[src/rtl/tslb_pkg.sv]
// Package: shared defaults and direction indices for the per-slot loopback selector.
// Assumes: two byte streams only; index 0 heads to the system, index 1 to the line.
package tslb_pkg;

    localparam int TSLB_LINK_W = 5;
    localparam int TSLB_SLOT_W = 5;
    localparam int TSLB_BYTE_W = 8;
    localparam int TSLB_NDIR   = 2;

    // Direction index of a lane; also the index of the loop enable that owns it.
    localparam int DIR_TO_SYS  = 0;
    localparam int DIR_TO_LINE = 1;

endpackage

[src/rtl/tslb_cfg_shadow.sv]
// Module: holds the active loopback configuration, reloaded only on frame start.
// Assumes: frame_start is high in the same cycle as the first byte of a frame,
// and that byte must already see the new configuration.
module tslb_cfg_shadow #(
    parameter int LINK_W = 5,
    parameter int SLOT_W = 5,
    parameter int BYTE_W = 8
) (
    input  logic              clk,
    input  logic              rst_n,
    input  logic              frame_start,
    input  logic              in_sys_loop,
    input  logic              in_line_loop,
    input  logic [SLOT_W-1:0] in_slot,
    input  logic [LINK_W-1:0] in_link,
    input  logic [BYTE_W-1:0] in_idle,
    output logic              eff_sys_loop,
    output logic              eff_line_loop,
    output logic [SLOT_W-1:0] eff_slot,
    output logic [LINK_W-1:0] eff_link,
    output logic [BYTE_W-1:0] eff_idle,
    output logic              sel_move
);

    logic              act_sys_loop;
    logic              act_line_loop;
    logic [SLOT_W-1:0] act_slot;
    logic [LINK_W-1:0] act_link;
    logic [BYTE_W-1:0] act_idle;

    // Purpose: capture the configuration inputs at each frame boundary.
    always_ff @(posedge clk) begin
        if (!rst_n) begin
            act_sys_loop  <= 1'b0;
            act_line_loop <= 1'b0;
            act_slot      <= '0;
            act_link      <= '0;
            act_idle      <= '0;
        end else if (frame_start) begin
            act_sys_loop  <= in_sys_loop;
            act_line_loop <= in_line_loop;
            act_slot      <= in_slot;
            act_link      <= in_link;
            act_idle      <= in_idle;
        end
    end

    // Purpose: let the frame's first byte use the configuration being loaded.
    always_comb begin
        if (frame_start) begin
            eff_sys_loop  = in_sys_loop;
            eff_line_loop = in_line_loop;
            eff_slot      = in_slot;
            eff_link      = in_link;
            eff_idle      = in_idle;
        end else begin
            eff_sys_loop  = act_sys_loop;
            eff_line_loop = act_line_loop;
            eff_slot      = act_slot;
            eff_link      = act_link;
            eff_idle      = act_idle;
        end
    end

    // Purpose: flag a boundary at which the selected position moves.
    assign sel_move = frame_start && ((in_slot != act_slot) || (in_link != act_link));

endmodule

[src/rtl/tslb_slot_buffer.sv]
// Module: one-byte loop store with a "holds data" flag.
// Assumes: cap is only raised while enable is high; a read in the same cycle
// as a capture returns the older byte (read before write).
module tslb_slot_buffer #(
    parameter int BYTE_W = 8
) (
    input  logic              clk,
    input  logic              rst_n,
    input  logic              enable,
    input  logic              flush,
    input  logic              cap,
    input  logic [BYTE_W-1:0] din,
    output logic              rd_ok,
    output logic [BYTE_W-1:0] rd_byte
);

    logic              held_ok;
    logic [BYTE_W-1:0] held;
    logic              drop_now;

    // Purpose: the stored byte is stale when the loop is off or the slot moved.
    assign drop_now = !enable || flush;

    // Purpose: capture a byte or forget the stored one.
    always_ff @(posedge clk) begin
        if (!rst_n) begin
            held_ok <= 1'b0;
            held    <= '0;
        end else if (cap) begin
            held_ok <= 1'b1;
            held    <= din;
        end else if (drop_now) begin
            held_ok <= 1'b0;
        end
    end

    // Purpose: present the stored byte, hiding it as soon as it goes stale.
    assign rd_ok   = held_ok && !drop_now;
    assign rd_byte = held;

endmodule

[src/rtl/tslb_lane.sv]
// Module: one output direction; picks pass-through, looped byte or idle byte
// for the selected slot and registers the result (one cycle latency).
// Assumes: hit is already qualified with the input valid flag.
module tslb_lane #(
    parameter int LINK_W = 5,
    parameter int SLOT_W = 5,
    parameter int BYTE_W = 8
) (
    input  logic              clk,
    input  logic              rst_n,
    input  logic              in_valid,
    input  logic [LINK_W-1:0] in_link,
    input  logic [SLOT_W-1:0] in_slot,
    input  logic [BYTE_W-1:0] in_data,
    input  logic              hit,
    input  logic              use_loop,
    input  logic              use_idle,
    input  logic              loop_ok,
    input  logic [BYTE_W-1:0] loop_byte,
    input  logic [BYTE_W-1:0] idle_byte,
    output logic              out_valid,
    output logic [LINK_W-1:0] out_link,
    output logic [SLOT_W-1:0] out_slot,
    output logic [BYTE_W-1:0] out_data
);

    logic [BYTE_W-1:0] nxt_data;

    // Purpose: choose the byte leaving this lane.
    always_comb begin
        nxt_data = in_data;
        if (hit) begin
            if (use_loop) begin
                nxt_data = loop_ok ? loop_byte : idle_byte;
            end else if (use_idle) begin
                nxt_data = idle_byte;
            end
        end
    end

    // Purpose: register the byte and its tags.
    always_ff @(posedge clk) begin
        if (!rst_n) begin
            out_valid <= 1'b0;
            out_link  <= '0;
            out_slot  <= '0;
            out_data  <= '0;
        end else begin
            out_valid <= in_valid;
            out_link  <= in_link;
            out_slot  <= in_slot;
            out_data  <= nxt_data;
        end
    end

endmodule

[src/rtl/tslb_loop_sel.sv]
// Module: top of the per-slot loopback selector. Lane 0 carries receive bytes
// to the system, lane 1 carries transmit bytes to the line. Each lane's loop
// store is filled from the opposite stream at the selected link and slot.
// Assumes: both streams share the frame-start strobe; tags are in range.
module tslb_loop_sel
    import tslb_pkg::*;
#(
    parameter int LINK_W = TSLB_LINK_W,
    parameter int SLOT_W = TSLB_SLOT_W,
    parameter int BYTE_W = TSLB_BYTE_W
) (
    input  logic              clk,
    input  logic              rst_n,
    input  logic              frame_start,
    input  logic              cfg_sys_loop,
    input  logic              cfg_line_loop,
    input  logic [SLOT_W-1:0] cfg_slot,
    input  logic [LINK_W-1:0] cfg_link,
    input  logic [BYTE_W-1:0] cfg_idle,
    input  logic              rx_valid,
    input  logic [LINK_W-1:0] rx_link,
    input  logic [SLOT_W-1:0] rx_slot,
    input  logic [BYTE_W-1:0] rx_data,
    input  logic              tx_valid,
    input  logic [LINK_W-1:0] tx_link,
    input  logic [SLOT_W-1:0] tx_slot,
    input  logic [BYTE_W-1:0] tx_data,
    output logic              sys_valid,
    output logic [LINK_W-1:0] sys_link,
    output logic [SLOT_W-1:0] sys_slot,
    output logic [BYTE_W-1:0] sys_data,
    output logic              line_valid,
    output logic [LINK_W-1:0] line_link,
    output logic [SLOT_W-1:0] line_slot,
    output logic [BYTE_W-1:0] line_data
);

    logic              eff_sys_loop;
    logic              eff_line_loop;
    logic [SLOT_W-1:0] eff_slot;
    logic [LINK_W-1:0] eff_link;
    logic [BYTE_W-1:0] eff_idle;
    logic              sel_move;

    logic              in_valid [TSLB_NDIR];
    logic [LINK_W-1:0] in_link  [TSLB_NDIR];
    logic [SLOT_W-1:0] in_slot  [TSLB_NDIR];
    logic [BYTE_W-1:0] in_data  [TSLB_NDIR];
    logic              hit      [TSLB_NDIR];
    logic              loop_en  [TSLB_NDIR];
    logic              loop_ok  [TSLB_NDIR];
    logic [BYTE_W-1:0] loop_byte[TSLB_NDIR];
    logic              out_valid[TSLB_NDIR];
    logic [LINK_W-1:0] out_link [TSLB_NDIR];
    logic [SLOT_W-1:0] out_slot [TSLB_NDIR];
    logic [BYTE_W-1:0] out_data [TSLB_NDIR];

    tslb_cfg_shadow #(
        .LINK_W(LINK_W),
        .SLOT_W(SLOT_W),
        .BYTE_W(BYTE_W)
    ) cfg_i (
        .clk          (clk),
        .rst_n        (rst_n),
        .frame_start  (frame_start),
        .in_sys_loop  (cfg_sys_loop),
        .in_line_loop (cfg_line_loop),
        .in_slot      (cfg_slot),
        .in_link      (cfg_link),
        .in_idle      (cfg_idle),
        .eff_sys_loop (eff_sys_loop),
        .eff_line_loop(eff_line_loop),
        .eff_slot     (eff_slot),
        .eff_link     (eff_link),
        .eff_idle     (eff_idle),
        .sel_move     (sel_move)
    );

    // Purpose: gather both streams into direction-indexed arrays.
    always_comb begin
        in_valid[DIR_TO_SYS]  = rx_valid;
        in_link[DIR_TO_SYS]   = rx_link;
        in_slot[DIR_TO_SYS]   = rx_slot;
        in_data[DIR_TO_SYS]   = rx_data;
        in_valid[DIR_TO_LINE] = tx_valid;
        in_link[DIR_TO_LINE]  = tx_link;
        in_slot[DIR_TO_LINE]  = tx_slot;
        in_data[DIR_TO_LINE]  = tx_data;
        loop_en[DIR_TO_SYS]   = eff_sys_loop;
        loop_en[DIR_TO_LINE]  = eff_line_loop;
    end

    for (genvar d = 0; d < TSLB_NDIR; d++) begin : g_dir
        localparam int OPP = TSLB_NDIR - 1 - d;

        // Purpose: a valid byte sits at the selected link and slot.
        assign hit[d] = in_valid[d] && (in_link[d] == eff_link) && (in_slot[d] == eff_slot);

        tslb_slot_buffer #(
            .BYTE_W(BYTE_W)
        ) buf_i (
            .clk    (clk),
            .rst_n  (rst_n),
            .enable (loop_en[d]),
            .flush  (sel_move),
            .cap    (hit[OPP] && loop_en[d]),
            .din    (in_data[OPP]),
            .rd_ok  (loop_ok[d]),
            .rd_byte(loop_byte[d])
        );

        tslb_lane #(
            .LINK_W(LINK_W),
            .SLOT_W(SLOT_W),
            .BYTE_W(BYTE_W)
        ) lane_i (
            .clk      (clk),
            .rst_n    (rst_n),
            .in_valid (in_valid[d]),
            .in_link  (in_link[d]),
            .in_slot  (in_slot[d]),
            .in_data  (in_data[d]),
            .hit      (hit[d]),
            .use_loop (loop_en[d]),
            .use_idle (loop_en[OPP] && !loop_en[d]),
            .loop_ok  (loop_ok[d]),
            .loop_byte(loop_byte[d]),
            .idle_byte(eff_idle),
            .out_valid(out_valid[d]),
            .out_link (out_link[d]),
            .out_slot (out_slot[d]),
            .out_data (out_data[d])
        );
    end

    // Purpose: drive the ports from the lane outputs.
    assign sys_valid  = out_valid[DIR_TO_SYS];
    assign sys_link   = out_link[DIR_TO_SYS];
    assign sys_slot   = out_slot[DIR_TO_SYS];
    assign sys_data   = out_data[DIR_TO_SYS];
    assign line_valid = out_valid[DIR_TO_LINE];
    assign line_link  = out_link[DIR_TO_LINE];
    assign line_slot  = out_slot[DIR_TO_LINE];
    assign line_data  = out_data[DIR_TO_LINE];

endmodule

[config.mk]
export PLATFORM = sky130hd
export DESIGN_NAME = tslb_loop_sel
export DESIGN_NICKNAME = d
export VERILOG_FILES = /design/src/rtl/tslb_pkg.sv /design/src/rtl/tslb_cfg_shadow.sv /design/src/rtl/tslb_slot_buffer.sv /design/src/rtl/tslb_lane.sv /design/src/rtl/tslb_loop_sel.sv
export SDC_FILE = /design/constraint.sdc
export NUM_CORES = 1
export LEC_CHECK = 0
export ABC_CLOCK_PERIOD_IN_PS = 5300
export BUFFER_PORTS_ARGS = -buffer_cell sky130_fd_sc_hd__buf_2
export CAP_MARGIN = 20
export CORE_UTILIZATION = 50
export DETAILED_ROUTE_END_ITERATION = 10
export PLACE_DENSITY_LB_ADDON = 0.08
export SLEW_MARGIN = 40
export SYNTH_ARGS = -nofsm -noshare
export SYNTH_HDL_FRONTEND = slang
export SYNTH_HIERARCHICAL = 1
export SYNTH_SLANG_ARGS = --single-unit
[constraint.sdc]
create_clock -name clk -period 5.3 [get_ports clk]
set_input_delay 0.53 -clock clk [delete_from_list [all_inputs] [get_ports clk]]
set_output_delay 0.53 -clock clk [all_outputs]
set_load 0.02 [all_outputs]
==> implementation parameters, run 1 <==
Parameter                              Value

Placement
  Detail Placement HPWL ... 4.95 mm
  Number of buffer cells added on primary ports ... 98
  Placement Setup Slack ... between 2000 and 2500 ps
  Gpl congestion ... 0.729
  Area of placed instances ... between 0.003 and 0.004 sq mm

Floorplanning
  Height of the chip ... ~84 um
  Core box area ... 0.00642 sq mm
  Total die area ... approximately 0.007 sq mm
  I/O pin count ... 99
  Row Count ... 29
  Starting utilization of the core area ... 52.2%
  Overall die width ... 83.8 um

Run status
  Violated checks ... design-rule violations
  Result of the run ... complete, but fails checks

STA
  Slack of the critical path ... between 2000 and 2500 ps
  Final Hold Violating Endpoints ... 0
  Slew @ Worst Pin ... just over 700 ps
  Clk_skew ... 6.51 ps
  Peak clock frequency supported by timing ... 355 MHz
  Final Slew Violations ... 0
  Max-Slew Margin vs Limit ... ~53%
  Total negative setup slack ... 0 ps
  Unrepaired setup endpoints after global routing ... false
  Setup-failing EPs final ... 0
  Share of the clock period used by the worst path ... 53.2%
  Crit path time final ... 2820 ps

Cells and area
  Net count, final ... 464
  Layout overhead on the synthesized area ... 21.0%
  Multi-input gate area in the final layout ... 0.00174 sq mm
  Fraction of layout instances using a drive strength above 1 ... 37.0%
  Count of filler cells inserted in the layout ... 542
  # diodes ... 0
  Register area ... around 0.0015 sq mm
  Final non-filler cell area ... ~0.0041 sq mm

Power
  VDD IR-drop max ... 183 uV
  Lkg Pwr ... 1.73 nW
  Power per unit of standard cell area ... 296 mW/mm^2
  Total Power Consumption ... 1.20 mW

Yosys
  Top cells by area, synth ... dfxtp_1, mux2_4, and2_1
  Top cell type by total area after synthesis ... dfxtp_1
  Post-synthesis async set-or-reset flop share ... 0%
  Syn. warnings ... 6
  Sequential-to-total area share from yosys stat ... 45.4%
  Most frequent cell after synthesis ... dfxtp_1
  Number of instances in the synthesized netlist ... 304
  Number of enable flip-flop cells after synthesis ... 0
  Post-synthesis cell area ... 0.00335 sq mm
  Most used flip-flop cell after synthesis ... dfxtp_1
  Commonest cells in the netlist ... dfxtp_1, and2_1, mux2_4
  Net Count, Synth ... about 370
  Count of state elements after synthesis ... 76
  Area share of the largest cell type after synthesis ... 45.4%
  Library cells used by synthesis ... 28
  Average cell area after synthesis ... 11.0 sq um

Worst hold path
  Worst hold endpoint ... g_dir[1].lane_i/out_slot[0]
  Hold Path Origin ... tx_slot[0]
  Hold crit path type ... in2reg
  Hold Crit Depth ... 2

Global route
  First-pass GRT wire length ... roughly 12 mm
  Met2 global-route usage ... 34.4%
  All-Layer GR Usage ... between 20% and 30%
  Initial antenna violation count ... 0
  Met3 track utilization from global routing ... under 10%
  GRT met1 Usage ... 28.9%
  Most crowded layer after global routing ... met2
  Largest net degree at the start of global routing ... 77
  Total congestion overflow after global routing ... 0
  Vias in the first global route ... 2341

Route
  Detail-routed via count per cell ... 5.01
  Antenna-violating nets left ... 0
  Vias ... 2430
  Detailed Route Iter0 Violations ... 95
  First-pass iteration count of the detailed router ... 7
  Residual DRC ... 16
  Final WL ... 7.18 mm
  Avg WL per Cell ... 14.8 um

Clock network
  TritonCTS clock tree ... yes
  CTS H-tree lvls ... 3
  Clk root buf ... clkbuf_8
  Maximum buffer depth of the clock tree ... 2
  Insertion delay of the later-clocked pin in the worst-skew pair ... 330 ps
  Quantity of gates resized following cts ... 0
  Total CTS buffers ... 9
  Number of setup buffers added after CTS ... 0
  Number of hold-repair buffers added at the cts stage ... 0
  Number of sinks driven by the clock tree ... between 70 and 80
  Clock transition at the register clock pins on the worst setup and hold paths after CTS ... 80 ps

Worst setup path
  Largest fanout on the critical path ... 21
  Cell family with the largest share of critical-path delay ... compound AO/OA/AOI/OAI gates
  Kind of capture point of the worst setup path ... register
  Reg-to-reg critical path endpoint ... g_dir[1].lane_i/out_data[0]
  Reg-to-reg slack, setup ... between 2000 and 3000 ps
  Crit path DAT ... 3080 ps
  Critical path required time ... between 5000 and 6000 ps
  Startpoint types ... primary input
  Count of buffering cells on the critical path with inverters included ... 1
  Worst-path cell with the longest stage delay ... buf_2
  Largest stage delay on the critical path ... about 530 ps
  WS Path Type ... in2reg
  Cell-by-cell trace of the critical path ... buf_2 > mux2_2 > xnor2_1 > nand4_1 > nor4_1 > o21a_1 > o221ai_1 > a21oi_1
  Worst Reg2Reg Path Length in Cells ... 7
  Startpoint of the most critical register-to-register path ... cfg_i/act_slot[3]

Flow run
  # Max-Cap Violations ... 0
## logic make-up (layout without fill, tap and decap cells)
family                    count (synthesis)  count (layout)  share of synthesized area [%]
AOI/OAI and AO/OA                        39              39                           7.06
xor gates and xnor gates                 30              30                           7.84
buffers and inverters                    13             117                           3.03
DFF                                      76              76                           45.4
muxes                                    50              50                           19.9
and+or+nand+nor                          96              96                           16.7
## report_power, final
group          leakage (nW)  total, mW  internal [mW]  switching [mW]
sequential            0.627      0.602          0.595         0.00741
clock                0.0866      0.418          0.218           0.201
combinational          1.02      0.181         0.0929          0.0884
total                  1.73       1.20          0.905           0.296
## how the worst max path moves through the flow
| stage | slack [ps] | start | to | depth (start not counted) |
|---|---|---|---|---|
| final | 2480 | frame_start | g_dir[0].lane_i/out_data[6] | 8 |
| after global routing | 2230 | frame_start | g_dir[0].lane_i/out_data[1] | 8 |
| after CTS | 2480 | frame_start | g_dir[0].lane_i/out_data[6] | 8 |
| after detailed placement | 2120 | frame_start | g_dir[0].lane_i/out_data[6] | 8 |
| after global placement | 2170 | frame_start | g_dir[0].lane_i/out_data[6] | 8 |
| after floorplan | 3050 | frame_start | g_dir[0].lane_i/out_data[6] | 8 |
## sequential cells by signal, indices dropped and copies added, names as in the netlist, 2 cells and up
register                count
g_dir.lane_i/out_data      16
g_dir.lane_i/out_valid      2
g_dir.lane_i/out_link      10
cfg_i/act_slot              5
g_dir.buf_i/rd_byte        16
cfg_i/act_link              5
g_dir.buf_i/held_ok         2
cfg_i/act_idle              8
g_dir.lane_i/out_slot      10
## worst reg2reg max path, cell delays in order (launching register included)
cell,delay [ps]
dfxtp_1,330
xnor2_1,180
nand4_1,120
o41a_1,390
and3b_1,690
mux2_4,360
o22ai_1,140
nor2_1,70
## layer usage
metal / up-vias / share of wire, %
met5: - / 0
met4: 0 / 0.84
met3: 6 / 4.1
met2: 63 / 46
met1: 1119 / 49
li1: 1242 / -
## per-stage QoR
step           cells  hold WS, ps  util, %
2_1_floorplan    304          473        -
3_3_place_gp     469          493     60.2
3_5_place_dp     469          500     60.2
4_1_cts          485          411     63.1
5_1_grt          485          424     63.1
6_report         485          431     63.1
## placed cells by master, fill, tap and decap left out, drive strengths merged
master,count
clkinvlp,2
buf,100
o221ai,2
nor4,3
a21oi,4
mux2i,16
o21a,4
mux2,34
nand3,3
and2,42
bufinv,1
clkinv,1
nor2,15
inv,1
o21ai,14
xor2,2
o22ai,14
nand2b,2
o41a,1
nand3b,2
clkbuf,12
nand2,4
dfxtp,76
nor3,1
nand4,5
and3b,2
nor2b,17
xnor2,28
## cell type report
type	instances	share of cell area, %
Sequential cell	76	37.5
Inverter	1	0.0926
Timing Repair Buffer	100	12.5
Multi-Input combinational cell	215	42.9
Clock buffer	12	3.33
Tap cell	77	2.38
Clock inverter	4	1.23
Note: power is estimated with default switching activity, not from simulation.
==> run 2, diff against run 1 <==
Settings changed: ABC_AREA set to 1, ABC_CLOCK_PERIOD_IN_PS 5300 to 2600.
Clock period 5.3 ns to 2.6 ns, I/O delays scaled along.
==> run 2 against run 1 <==
Against the previous run: the run now ends clean; combinational power up 130%; wire length increased by 29%; count of clock-buffer cells in the layout decreased by 3; largest power group unchanged; synthesized cell count rose by 100%; sequential share of layout area shrank 4.0 points; setup slack got worse by 2000 ps; sequential power up 100%; worst hold slack lost 310 ps.
==> implementation parameters, run 2 <==
Parameter                              Value

Run status
  Result of the run ... completed (was complete, but fails checks)

Floorplanning
  Total die area ... 0.00791 sq mm (was 0.00703 sq mm)
  Row Count ... 31 (was 29)
  Overall die width ... 88.9 um (was 83.8 um)
  Starting utilization of the core area ... 51.8% (was 52.2%)
  I/O pin count ... 99 (unchanged)
  Height of the chip ... 88.9 um (was 83.8 um)
  Core box area ... 0.00729 sq mm (was 0.00642 sq mm)

Global route
  Vias in the first global route ... 3223 (was 2341)
  Total congestion overflow after global routing ... 0 (unchanged)
  All-Layer GR Usage ... 24.6% (was 21.5%)
  First-pass GRT wire length ... 14.8 mm (was 11.6 mm)
  Initial antenna violation count ... 0 (unchanged)
  Largest net degree at the start of global routing ... 33 (was 77)

STA
  Total negative setup slack ... 0 ps (unchanged)
  Share of the clock period used by the worst path ... 80.9%
  Setup-failing EPs final ... 0 (unchanged)
  Peak clock frequency supported by timing ... 476 MHz
  Final Slew Violations ... 0 (unchanged)
  Slew @ Worst Pin ... 666 ps (was 709 ps)
  Crit path time final ... 2100 ps
  Max-Slew Margin vs Limit ... 55.5% (was 52.7%)
  Clk_skew ... 6.40 ps (was 6.51 ps)
  Unrepaired setup endpoints after global routing ... false (unchanged)
  Final Hold Violating Endpoints ... 0 (unchanged)

Worst setup path
  Kind of capture point of the worst setup path ... register (unchanged)
  Largest stage delay on the critical path ... 320 ps (was 530 ps)
  Cell-by-cell trace of the critical path ... buf_2 > inv_2 > nand2_1 > nand2_1 > inv_1 > nand2_2 > nand2_1 > inv_1 > nand2_1 > nor2_2 > nand3_2 > inv_1 > o21ai_2 > nand2_1 > nand2_1 > a21oi_1 (was buf_2 > mux2_2 > xnor2_1 > nand4_1 > nor4_1 > o21a_1 > o221ai_1 > a21oi_1)
  Worst-path cell with the longest stage delay ... inv_2 (was buf_2)
  Startpoint types ... primary input (unchanged)
  Crit path DAT ... 2380 ps (was 3080 ps)
  Critical path required time ... 2870 ps (was 5560 ps)
  Reg-to-reg slack, setup ... 660 ps (was 2930 ps)
  Critical Path Most Common Cell ... nand2_1
  WS Path Type ... in2reg (unchanged)
  Largest fanout on the critical path ... 21 (unchanged)

Yosys
  Area share of the largest cell type after synthesis ... 40.3% (was 45.4%)
  Number of enable flip-flop cells after synthesis ... 0 (unchanged)
  Top cells by area, synth ... dfxtp_1, nand2_1, inv_1 (was dfxtp_1, mux2_4, and2_1)
  Net Count, Synth ... 669 (was 365)
  Average cell area after synthesis ... 6.21 sq um (was 11.0 sq um)
  Most used flip-flop cell after synthesis ... dfxtp_1 (unchanged)
  Post-synthesis async set-or-reset flop share ... 0% (unchanged)
  Commonest cells in the netlist ... nand2_1, inv_1, dfxtp_1 (was dfxtp_1, and2_1, mux2_4)
  Post-synthesis cell area ... 0.00378 sq mm (was 0.00335 sq mm)
  Count of state elements after synthesis ... 76 (unchanged)
  Number of instances in the synthesized netlist ... 608 (was 304)
  Most frequent cell after synthesis ... nand2_1 (was dfxtp_1)
  Sequential-to-total area share from yosys stat ... 40.3% (was 45.4%)
  Top cell type by total area after synthesis ... dfxtp_1 (unchanged)
  Library cells used by synthesis ... 22 (was 28)
  Syn. warnings ... 6 (unchanged)

Cells and area
  Non-filler cells in the finished layout ... 809 (was 485)
  # diodes ... 0 (unchanged)
  Leading cell types in the layout, fill and taps excluded ... nand2_1, inv_1, buf_2, dfxtp_1, nor2_1 (was buf_2, dfxtp_1, and2_1, mux2_4, xnor2_1)
  Fraction of layout instances using a drive strength above 1 ... 20.4% (was 37.0%)
  Net count, final ... 766 (was 464)
  Most common library cell in the layout ignoring fill and taps ... nand2_1 (was buf_2)
  Count of filler cells inserted in the layout ... 764 (was 542)
  Layout overhead on the synthesized area ... 20.0% (was 21.0%)
  Final non-filler cell area ... 0.00453 sq mm (was 0.00405 sq mm)

Route
  First-pass iteration count of the detailed router ... 5 (was 7)
  Detailed Route Iter0 Violations ... 268 (was 95)
  Antenna-violating nets left ... 0 (unchanged)
  Residual DRC ... 0 (was 16)
  Final WL ... 9.24 mm (was 7.18 mm)
  Detail-routed via count per cell ... 4.60 (was 5.01)
  Vias ... 3724 (was 2430)
  Avg WL per Cell ... 11.4 um (was 14.8 um)

Clock network
  Insertion delay of the later-clocked pin in the worst-skew pair ... 350 ps (was 330 ps)
  Clock transition at the register clock pins on the worst setup and hold paths after CTS ... 80 ps (about the same)
  Maximum buffer depth of the clock tree ... 2 (unchanged)
  Clk root buf ... clkbuf_8 (unchanged)
  Number of sinks driven by the clock tree ... 76 (unchanged)
  Quantity of gates resized following cts ... 0 (unchanged)
  Number of hold-repair buffers added at the cts stage ... 0 (unchanged)
  TritonCTS clock tree ... yes (unchanged)
  Total CTS buffers ... 9 (unchanged)
  CTS H-tree lvls ... 3 (unchanged)
  Number of setup buffers added after CTS ... 0 (unchanged)

Placement
  Detail Placement HPWL ... 7.15 mm (was 4.95 mm)
  Area of placed instances ... 0.00431 sq mm (was 0.00387 sq mm)
  Number of buffer cells added on primary ports ... 98 (unchanged)
  Gpl congestion ... 0.981 (was 0.729)
  Number of placed cells counting well taps ... 793 (was 469)

Power
  VDD IR-drop max ... 273 uV (was 183 uV)
  Lkg Pwr ... 2.75 nW (was 1.73 nW)
  Power per unit of standard cell area ... 582 mW/mm^2 (was 296 mW/mm^2)

Worst hold path
  Hold crit path type ... in2reg (unchanged)

Flow run
  # Max-Cap Violations ... 0 (unchanged)
run 2: cell count changes after synthesis, moves of 18 or more:
cell     previous run  this run
inv_1               1       114
mux2_4             33         0
xnor2_1            28         1
nand3_1             3        21
nor2_1             15        51
a21oi_1             4        33
and2_1             40         0
nand2_1             4       247
run 2: logic make-up (layout without fill, tap and decap cells):
kind of cell | count (synthesis) | in the layout | share of synthesized area [%]
xor+xnor | 5 | 5 | 1.16
flops | 76 | 76 | 40.3
buf+inv | 138 | 240 | 15.3
simple gates | 331 | 331 | 34.9
compound gates | 58 | 58 | 8.38
run 2: report_power, final:
part           switching, mW  internal (mW)
Sequential            0.0138           1.21
Combinational          0.275          0.146
Clock                  0.447          0.545
Total                  0.737           1.90
run 2: worst max-delay path: cells and delay by family:
kind | cells | cell delay [ps]
buffers and inverters | 5 | 920
AND/OR/NAND/NOR | 9 | 860
AO/OA/AOI/OAI | 2 | 320
run 2: stage by stage:
step	setup slack (ps)	total power, mW	hold WS, ps	utilization [%]
2_1_floorplan	1050	1.53	353	-
3_3_place_gp	180	1.67	457	59.1
3_5_place_dp	181	1.67	465	59.1
4_1_cts	542	2.65	113	62.2
5_1_grt	303	2.76	126	62.2
6_report	498	2.64	122	62.2
run 2: final cells by class:
type | instances | area (sq um) | area share (%)
clock buffer | 9 | 124 | 2.73
sequential | 76 | 1520 | 33.6
multi-input combinational | 394 | 1680 | 37.1
tap | 99 | 124 | 2.73
inverter | 122 | 463 | 10.2
timing repair buffer | 102 | 520 | 11.5
clock inverter | 7 | 101 | 2.24
run 2: path summary, 6_finish.rpt:
| path | startpoint | endpoint | depth (start not counted) |
|---|---|---|---|
| setup / recovery | frame_start | g_dir[0].lane_i/out_data[5] | 16 |
| setup reg to reg | cfg_i/act_link[4] | g_dir[0].lane_i/out_data[5] | 14 |
| hold reg to reg | cfg_i/act_idle[0] | cfg_i/act_idle[0] | 2 |
| hold / removal | tx_valid | g_dir[1].lane_i/out_valid | 3 |
run 2: routing by layer:
layer | vias to the layer above | track usage, % | share of wire, %
met1 | 1612 | 36.3 | 50
met5 | - | 0 | 0
met3 | 11 | 3.69 | 6.7
met4 | 0 | 8.51 | 1.4
met2 | 131 | 36.8 | 42
li1 | 1970 | - | -
